`config.mk`:
```
export PLATFORM = sky130hd
export DESIGN_NAME = cmac_unit
export DESIGN_NICKNAME = d
export VERILOG_FILES = /design/src/rtl/cmac_pkg.sv /design/src/rtl/cmac_rows.sv /design/src/rtl/cmac_csa_reduce.sv /design/src/rtl/cmac_unit.sv
export SDC_FILE = /design/constraint.sdc
export NUM_CORES = 2
export LEC_CHECK = 0
export BUFFER_PORTS_ARGS = -buffer_cell sky130_fd_sc_hd__clkbuf_2
export CAP_MARGIN = 30
export CORE_MARGIN = 3
export CORE_UTILIZATION = 55
export DETAILED_ROUTE_END_ITERATION = 6
export MAX_ROUTING_LAYER = met4
export PLACE_DENSITY = 0.79
export SLEW_MARGIN = 20
export SYNTH_ARGS = -nofsm -noshare
export SYNTH_HDL_FRONTEND = slang
export SYNTH_SLANG_ARGS = --single-unit
```
`constraint.sdc`:
```
create_clock -name clk -period 9.1 [get_ports clk]
set_input_delay 0.455 -clock clk [delete_from_list [all_inputs] [get_ports clk]]
set_output_delay 0.455 -clock clk [all_outputs]
set_load 0.005 [all_outputs]
```
`src/rtl/cmac_pkg.sv`:
```
package cmac_pkg;

  typedef enum logic {
    MODE_MUL = 1'b0,
    MODE_MAC = 1'b1
  } mode_e;

  // Number of +1 corrections owed by inverted (negated) partial-product rows.
  // First product: only its top row is negative. Second product: when it is
  // subtracted, every row except the top is negative; otherwise only the top.
  function automatic int corr_count(input int n, input bit neg_second);
    return 1 + (neg_second ? (n - 1) : 1);
  endfunction

endpackage

```
`src/rtl/cmac_rows.sv`:
```
module cmac_rows
  import cmac_pkg::*;
#(
  parameter int N    = 16,
  parameter int AW   = 2*N + 4,
  parameter bit NEG2 = 1'b0,
  parameter int NR   = 2*N + 3
) (
  input  logic signed [N-1:0] x0,
  input  logic signed [N-1:0] y0,
  input  logic signed [N-1:0] x1,
  input  logic signed [N-1:0] y1,
  input  logic [AW-1:0]       fb0,
  input  logic [AW-1:0]       fb1,
  output logic [AW-1:0]       rows [NR]
);

  localparam int CORR = corr_count(N, NEG2);

  // One partial-product row. A negated row is the bitwise inverse; its +1 is
  // collected in the shared correction row.
  function automatic logic [AW-1:0] pp(input logic [N-1:0] x, input logic yb,
                                       input int sh, input bit negp);
    logic [AW-1:0] e;
    bit            neg;
    e   = {{(AW-N){x[N-1]}}, x} << sh;
    neg = negp ^ (sh == N - 1);
    if (neg) return yb ? ~e : '1;
    else     return yb ? e  : '0;
  endfunction

  for (genvar i = 0; i < N; i++) begin : g_pp
    assign rows[i]     = pp(x0, y0[i], i, 1'b0);
    assign rows[N + i] = pp(x1, y1[i], i, NEG2);
  end

  assign rows[2*N]     = fb0;
  assign rows[2*N + 1] = fb1;
  assign rows[2*N + 2] = AW'(CORR);

endmodule

```
`src/rtl/cmac_csa_reduce.sv`:
```
module cmac_csa_reduce #(
  parameter int AW   = 36,
  parameter int NR   = 35,
  parameter bit TREE = 1'b1
) (
  input  logic [AW-1:0] rows [NR],
  output logic [AW-1:0] sum,
  output logic [AW-1:0] carry
);

  function automatic logic [2*AW-1:0] csa3(input logic [AW-1:0] a,
                                           input logic [AW-1:0] b,
                                           input logic [AW-1:0] c);
    logic [AW-1:0] cy;
    cy = ((a & b) | (a & c) | (b & c)) << 1;
    return {a ^ b ^ c, cy};
  endfunction

  if (TREE) begin : g_tree
    // Level by level, every full group of three rows becomes two rows.
    always_comb begin
      logic [AW-1:0] v [NR];
      logic [AW-1:0] ts, tc;
      int cnt, g3;
      v   = rows;
      cnt = NR;
      for (int lv = 0; lv < NR; lv++) begin
        if (cnt > 2) begin
          g3 = cnt / 3;
          for (int g = 0; g < NR / 3; g++) begin
            if (g < g3) begin
              {ts, tc}   = csa3(v[3*g], v[3*g + 1], v[3*g + 2]);
              v[2*g]     = ts;
              v[2*g + 1] = tc;
            end
          end
          for (int k = 0; k < 2; k++) begin
            if (3*g3 + k < cnt) v[2*g3 + k] = v[3*g3 + k];
          end
          cnt = 2*g3 + (cnt % 3);
        end
      end
      sum   = v[0];
      carry = v[1];
    end
  end else begin : g_array
    // One compressor per row in a linear chain.
    always_comb begin
      logic [AW-1:0] ts, tc;
      ts = rows[0];
      tc = rows[1];
      for (int i = 2; i < NR; i++) begin
        {ts, tc} = csa3(ts, tc, rows[i]);
      end
      sum   = ts;
      carry = tc;
    end
  end

endmodule

```
`src/rtl/cmac_unit.sv`:
```
module cmac_unit
  import cmac_pkg::*;
#(
  parameter int N     = 16,
  parameter int GUARD = 4,
  parameter bit PIPE  = 1'b1,
  parameter bit TREE  = 1'b1
) (
  input  logic                 clk,
  input  logic                 rst,
  input  logic                 in_valid,
  input  logic                 acc_en,
  input  logic                 clr,
  input  logic signed [N-1:0]  a_re,
  input  logic signed [N-1:0]  a_im,
  input  logic signed [N-1:0]  b_re,
  input  logic signed [N-1:0]  b_im,
  output logic                 out_valid,
  output logic [2*N+GUARD-1:0] acc_re,
  output logic [2*N+GUARD-1:0] acc_im
);

  localparam int AW = 2*N + GUARD;
  localparam int NR = 2*N + 3;

  logic [1:0][AW-1:0] acc_q;
  logic [1:0][AW-1:0] sum_d;
  logic               fb_zero;
  logic               pend_q;
  logic               commit;

  assign fb_zero = (mode_e'(acc_en) != MODE_MAC) || clr;

  if (PIPE) begin : g_ctl
    always_ff @(posedge clk) begin
      if (rst) pend_q <= 1'b0;
      else     pend_q <= in_valid;
    end
  end else begin : g_ctl
    assign pend_q = 1'b0;
  end

  assign commit = PIPE ? (pend_q && !clr) : in_valid;

  for (genvar gc = 0; gc < 2; gc++) begin : g_comp
    logic signed [N-1:0] x0, y0, x1, y1;
    logic [AW-1:0]       fb0, fb1, rs, rc, ts, tc;
    logic [AW-1:0]       rows [NR];

    // Real: ar*br - ai*bi ; imaginary: ar*bi + ai*br
    assign x0 = a_re;
    assign y0 = (gc == 0) ? b_re : b_im;
    assign x1 = a_im;
    assign y1 = (gc == 0) ? b_im : b_re;

    cmac_rows #(.N(N), .AW(AW), .NEG2(gc == 0), .NR(NR)) u_rows (
      .x0(x0), .y0(y0), .x1(x1), .y1(y1),
      .fb0(fb0), .fb1(fb1), .rows(rows)
    );

    cmac_csa_reduce #(.AW(AW), .NR(NR), .TREE(TREE)) u_red (
      .rows(rows), .sum(rs), .carry(rc)
    );

    if (PIPE) begin : g_pipe
      logic [AW-1:0] s_q, c_q;
      always_ff @(posedge clk) begin
        if (rst) begin
          s_q <= '0;
          c_q <= '0;
        end else if (in_valid) begin
          s_q <= rs;
          c_q <= rc;
        end
      end
      // An operation still in flight is forwarded in carry-save form.
      assign fb0 = fb_zero ? '0 : (pend_q ? s_q : acc_q[gc]);
      assign fb1 = (fb_zero || !pend_q) ? '0 : c_q;
      assign ts  = s_q;
      assign tc  = c_q;
    end else begin : g_flat
      assign fb0 = fb_zero ? '0 : acc_q[gc];
      assign fb1 = '0;
      assign ts  = rs;
      assign tc  = rc;
    end

    assign sum_d[gc] = ts + tc;
  end

  always_ff @(posedge clk) begin
    if (rst) begin
      acc_q     <= '0;
      out_valid <= 1'b0;
    end else begin
      out_valid <= commit;
      if (commit)   acc_q <= sum_d;
      else if (clr) acc_q <= '0;
    end
  end

  assign acc_re = acc_q[0];
  assign acc_im = acc_q[1];

endmodule

```
; ---- After elaboration in Yosys (flattened, before gate mapping)
; Index checks and enable logic that the tools add are counted.
[word_totals]
regBits = 216
in_bits = 69
output_inout_bits = 73
wordCells = 564
[classes]
addsub = 2
mux = 72
bitwise = 476
reduce_logical = 6
[ops]
columns = operator, n
row1 = $and 35x35->35, 194
row2 = $xor 36x36->36, 130
row3 = $or 35x35->35, 128
row4 = $mux 36, 70
row5 = $not 36->36, 17
row6 = $mux 72, 2
row7 = $add 36x36->36, 2
row8 = $or 35x2->35, 2
row9 = $or 35x5->35, 2
row10 = $not 1->1, 3
row11 = $logic_not 1->1, 2
row12 = $logic_or 1x1->1, 2
row13 = $reduce_bool 2->1, 1
row14 = $logic_and 1x1->1, 1

; ---- Depth between registers and ports, before layout
[depth]
ltp_word = 25
depth_mapped = 26

; ---- Cells and area by module
; From an unflattened synthesis, not the netlist that was laid out.
[hier_totals]
cells_unflattened = 9277
hier_area_um2 = 87169.9
[modules_own_cells]
columns = module, instances, cells_per_inst, area_each_um2
row1 = cmac_csa_reduce, 2, 2550, 28403.5
row2 = cmac_unit, 1, 1507, 12296.8
row3 = cmac_rows (g_comp[1].u_rows), 1, 1328, 9251.4
row4 = cmac_rows (g_comp[0].u_rows), 1, 1342, 8814.7

; ---- Least setup slack after synthesis
; OpenSTA, ideal clock, no wires.
[synth_path]
path_type = input port to flip-flop
startpoint = input a_im[15]
endpoint = register g_comp[0].g_pipe.s_q[35]
arrival_ns = 6.254
required_ns = 9.014
path_slack_ns = 2.760
cell_stages = 25
path_cell_list = clkbuf_1 -> clkbuf_1 -> clkbuf_1 -> nand2_1 -> ha_1 -> xnor2_1 -> inv_1 -> ha_1 -> or2_2 -> fa_1 -> inv_1 -> fa_1 -> inv_1 -> fa_1 -> inv_1 -> fa_1 -> inv_1 -> fa_1 -> xnor2_1 -> xnor2_1 -> xnor2_1 -> xnor2_1 -> xnor2_1 -> xnor2_1 -> a211oi_1
[synth_between]
elab_chain_cells = 24
[synth_lines]
columns = element, line
row1 = from (decl), cmac_unit.sv:15  ; input logic signed [N-1:0] a_im,
row2 = $not 36->36, cmac_rows.sv:28  ; if (neg) return yb ? ~e : '1;
row3 = $mux 36, cmac_rows.sv:28
row4 = $and 35x35->35, cmac_csa_reduce.sv:15  ; cy = ((a & b) | (a & c) | (b & c)) << 1;
row5 = $or 35x35->35, cmac_csa_reduce.sv:15
row6 = "$or 35x35->35, on equally long branches", --
row7 = $and 35x35->35, cmac_csa_reduce.sv:15
row8 = $or 35x35->35 (2 in series), cmac_csa_reduce.sv:15
row9 = $and 35x35->35, cmac_csa_reduce.sv:15
row10 = [5 not listed], --
row11 = $xor 36x36->36 or $and 35x35->35 (tied branches), "cmac_csa_reduce.sv:16, cmac_csa_reduce.sv:15"
row12 = $xor 36x36->36 or $or 35x35->35 (tied branches), "cmac_csa_reduce.sv:16, cmac_csa_reduce.sv:15"
row13 = $and 35x35->35 or $or 35x35->35 (tied branches), cmac_csa_reduce.sv:15
row14 = $or 35x35->35 or $xor 36x36->36 (tied branches) (2 in series), "cmac_csa_reduce.sv:15, cmac_csa_reduce.sv:16"
row15 = $and 35x35->35, cmac_csa_reduce.sv:15
row16 = $or 35x35->35 (2 in series), cmac_csa_reduce.sv:15
row17 = $xor 36x36->36, cmac_csa_reduce.sv:16  ; return {a ^ b ^ c, cy};
row18 = $xor 36x36->36 *, cmac_csa_reduce.sv:16
row19 = to (signal assigned), cmac_unit.sv:72  ; s_q <= rs;
row20 = to (decl), cmac_unit.sv:66  ; logic [AW-1:0] s_q, c_q;
; Mark *: on every way between the ends. The rest lies on a longest branch, timed or not.
; A chain may end at the register's enable or synchronous reset.

; ---- Worst setup path after layout
[layout_path]
startpoint = register pend_q
endpoint = register g_comp[1].g_pipe.s_q[35]
[layout_between]
elab_chain_cells = 21
[layout_lines]
columns = element, line
row1 = from (decl), cmac_unit.sv:29  ; logic pend_q;
row2 = from (signal assigned), cmac_unit.sv:37  ; else pend_q <= in_valid;
row3 = $mux 36 (2 in series), cmac_unit.sv:77  ; assign fb0 = fb_zero ? '0 : (pend_q ? s_q : acc_q[gc]);
row4 = $xor 36x36->36, --
row5 = $and 35x35->35, cmac_csa_reduce.sv:15
row6 = $or 35x35->35 (2 in series), --
row7 = $xor 36x36->36 (2 in series), --
row8 = $and 35x35->35, cmac_csa_reduce.sv:15
row9 = $or 35x35->35 (2 in series), cmac_csa_reduce.sv:15
row10 = $and 35x35->35, cmac_csa_reduce.sv:15
row11 = $or 35x35->35 (2 in series), cmac_csa_reduce.sv:15
row12 = $xor 36x36->36 (2 in series), cmac_csa_reduce.sv:16
row13 = $and 35x35->35, cmac_csa_reduce.sv:15
row14 = $or 35x35->35 (2 in series), cmac_csa_reduce.sv:15
row15 = $xor 36x36->36, cmac_csa_reduce.sv:16
row16 = $xor 36x36->36 *, cmac_csa_reduce.sv:16
row17 = to (signal assigned), cmac_unit.sv:72
row18 = to (decl), cmac_unit.sv:66
; Marked as above.

==> key figures <==
Outcome
  – Outcome: complete, but fails checks
  – Failing checks: design-rule violations

Clock tree
  – Clk Latency, worst-skew pair: about 0.59 ns
  – Clock buffer depth: 3
  – Setup bufs post-CTS: 0
  – CTS clk-pin slew, worst paths: 0.06 ns
  – # clock sinks: about 210
  – CTS tree: built
  – Hold-fix buffers, CTS: 0
  – PostCTS Resize Cnt: 0
  – CTS buffer count: 27
  – Root buffer cell: clkbuf_16
  – Htree depth: 1

Routing
  – DRC Markers: 4
  – Total wire length: 141000 um
  – Remaining antenna violation count: 0
  – DR vias/cell: around 5.5
  – DR WL/cell: ~20 um
  – Initial drt markers: roughly 2400
  – Via Count: around 38000
  – DRT Pass-1 Iters: 7

Global route
  – Largest net degree at the start of global routing: roughly 130
  – Initial antenna violation count: 7
  – Grt total ovfl: 0
  – Aggregate global-route resource usage: roughly 30%
  – First-pass GRT wire length: between 200000 and 250000 um
  – Vias in the first global route: 42300

Placed design
  – Port bufs: roughly 140
  – GPL Wtd Cong: approximately 0.94
  – Placed Area: about 0.056 mm2
  – DP HPWL: between 100000 and 150000 um

STA
  – Clk_skew: around 0.018 ns
  – Worst Tran Pin Value: about 1.1 ns
  – Final period utilization: between 70 and 80%
  – Slew headroom: 29.1%
  – Max Freq: approximately 150 MHz
  – Final Hold Slack: ~0.45 ns
  – RSZ-0062 raised after global routing: no
  – Count of pins over their slew limit: 0
  – Fin. Hold Viols: 0
  – Endpoints failing setup: 0
  – Setup TNS: 0 ns
  – Min Tclk post-route: between 6 and 7 ns

Setup path
  – Critical path origin: pend_q$_SDFF_PP0_
  – Slowest stage delay, CP: 0.68 ns
  – Slowest-stage cell, CP: dfxtp_4
  – CP Capture Type: register
  – Most common cell on crit path: fa_1
  – Worst r2r src: pend_q$_SDFF_PP0_
  – Worst Path Required: approximately 9.6 ns
  – Maximum fanout along the worst path: 50
  – CP Cell Sequence: buf_4, mux2_2, nand2_1, fa_1, fa_1, fa_1, fa_1, inv_1, fa_1, inv_1, fa_1, inv_1, fa_1, xnor2_1, xnor2_1, xnor2_1, xnor2_1, xnor2_1, a211oi_1
  – Crit path DAT: between 6 and 7 ns
  – End of the worst register-to-register path: g_comp[1].g_pipe.s_q[35]$_SDFFE_PP0P_
  – Reg-to-reg setup timing slack: between 2 and 3 ns
  – Crit path launch type: register
  – Kind of critical path: register to register
  – Worst reg2reg path depth: 19
  – Critical Path End: g_comp[1].g_pipe.s_q[35]$_SDFFE_PP0P_

Synth
  – Post-synth ARST share: 0%
  – Post-Syn Area per Cell: around 9.4 um2
  – EDFF count, synth: 0
  – Mapped Nets: about 7500
  – Mapped Cells: 5756
  – Syn. warnings: 0
  – Cell Area, Synth: between 0.05 and 0.06 mm2
  – Top_reg_cell synth: dfxtp_1
  – Sequential fraction of the synthesis area: ~7.8%
  – Netlist cell types: 72
  – Yosys reg bits: around 210

Run
  – Number of max-cap violations: 0

Floorplanning
  – Die H: 320 um
  – Row count: approximately 110
  – Core ar.: around 0.097 mm2
  – Die area: slightly above 0.1 mm2
  – Initial core utilization: a little under three fifths
  – Die X: ~320 um
  – I/O Pins: 142

Min path
  – Min-Delay Path Class: primary input to register

Final layout
  – Share of cells above drive strength 1: 4.73%
  – Final net count: 7367
  – Design area: around 0.057 mm2
  – Finished Core Util: a little under 60%
  – Area growth from synthesis to layout: 4.67%
metrics by stage:
stage	worst slack (ns)	std cells
3_3_place_gp	2.44	6908
4_1_cts	2.66	6957
2_1_floorplan	2.76	5756
3_5_place_dp	2.35	6909
6_report	2.64	6969
5_1_grt	2.30	6966
metal layers:
metal  up-vias  wire [um]  GRT usage, %  part of all wire (%)
met2      1347      69700          49.0                    49
li1      16600          -             -                     -
met4         0       9950          16.1                   7.1
met5         -          0             -                     0
met3       351       9130          3.88                   6.5
met1     19800      52300          36.1                    37
cell usage after synthesis (3+ instances only):
cell	number	area (um2)
inv_1	1323	4970
or2_2	6	37.5
nand2b_1	13	81.3
clkbuf_1	277	1040
a31oi_1	11	68.8
or3_1	5	31.3
nor2_1	217	815
nand4_1	7	43.8
mux2_2	9	101
o21ai_2	4	35.0
xor2_1	62	543
buf_2	7	35.0
and3_1	68	425
a21o_1	33	248
maj3_2	5	56.3
mux2i_1	159	1590
o21a_1	10	75.1
nand3_1	21	105
ha_1	325	4070
o22ai_1	7	43.8
a211oi_1	16	120
nor3_1	8	40.0
maj3_1	32	320
a31o_2	3	26.3
a221oi_1	3	26.3
a21boi_0	7	52.6
o211ai_1	10	75.1
nand2_1	633	2380
fa_1	1308	26200
a21oi_1	127	636
o21bai_1	8	60.1
o31ai_1	5	37.5
buf_1	12	45.0
dfxtp_1	212	4240
nand3b_1	3	22.5
o21ai_0	45	225
nor2b_1	18	113
and2_1	579	3620
xnor2_1	117	1020
critical path, delay by kind of cell (launching register included):
family                   cells  cell delay, ns
AND/OR/NAND/NOR              1            0.09
buffers and inverters        4            0.72
multiplexers                 1            0.39
AO/OA/AOI/OAI                1            0.22
adder cells (fa/ha/maj)      7            3.46
XOR/XNOR                     5            0.73
flip-flops                   1            0.68
placed cells by master (no fill, tap or decap), types with 8 or more instances in the layout:
| cell type | count |
|---|---|
| and3_1 | 68 |
| a21oi_1 | 127 |
| nor3_1 | 8 |
| diode_2 | 9 |
| nand2_1 | 633 |
| nand2b_1 | 12 |
| fa_1 | 1308 |
| nor2_1 | 216 |
| clkbuf_16 | 27 |
| xor2_1 | 62 |
| inv_1 | 1323 |
| xnor2_1 | 117 |
| dfxtp_1 | 211 |
| o21bai_1 | 8 |
| and2_1 | 579 |
| maj3_1 | 32 |
| mux2_2 | 9 |
| a31oi_1 | 11 |
| o211ai_1 | 10 |
| a21o_1 | 33 |
| mux2i_1 | 159 |
| ha_1 | 325 |
| buf_4 | 32 |
| nand3_1 | 21 |
| o21ai_0 | 45 |
| o21a_1 | 10 |
| a211oi_1 | 16 |
| clkbuf_2 | 139 |
| nor2b_1 | 17 |
state kept, by name, indices dropped and copies added (netlist names):
register           flops
g_comp.g_pipe.s_q     72
g_comp.g_pipe.c_q     66
acc_im                36
acc_re                36
out_valid              1
pend_q                 1
worst min-delay path by stage:
| stage | to | slack [ns] | cells after the start | startpoint |
|---|---|---|---|---|
| finish | g_comp[0].g_pipe.s_q[2]$_SDFFE_PP0P_ | 0.45 | 2 | rst |
| detailed placement | acc_re[4]$_SDFFE_PP0P_ | 0.48 | 2 | acc_re[4]$_SDFFE_PP0P_ |
| CTS | acc_im[30]$_SDFFE_PP0P_ | 0.44 | 4 | clr |
| global route | acc_im[30]$_SDFFE_PP0P_ | 0.47 | 4 | clr |
| global placement | g_comp[1].g_pipe.s_q[2]$_SDFFE_PP0P_ | 0.48 | 2 | g_comp[1].g_pipe.s_q[2]$_SDFFE_PP0P_ |
| floorplan | g_comp[0].g_pipe.s_q[0]$_SDFFE_PP0P_ | 0.46 | 2 | g_comp[0].g_pipe.s_q[0]$_SDFFE_PP0P_ |
area by class of cell:
class / instances / area (um2)
antenna: 9 / 22.5
timing repair buffer: 178 / 1080
inverter: 1325 / 4970
multi-input combinational: 3921 / 43700
tap: 1276 / 1600
fill: 8201 / 40500
sequential: 212 / 4250
clock inverter: 17 / 228
clock buffer: 31 / 711
cell families (layout without fill, tap and decap cells):
| logic type | Yosys count | after routing | share of synthesized area, % |
|---|---|---|---|
| AOI/OAI and AO/OA | 315 | 315 | 3.74 |
| xor gates and xnor gates | 179 | 179 | 2.90 |
| adders and majority gates | 1670 | 1670 | 56.6 |
| buffers and inverters | 1623 | 1551 | 11.3 |
| DFF | 212 | 212 | 7.85 |
| muxes | 168 | 168 | 3.13 |
| other | 0 | 9 | 0 |
| and+or+nand+nor | 1589 | 1589 | 14.4 |
Power is not shown: default switching activity piles up to over one toggle a cycle in this logic, so the estimate is an artifact.
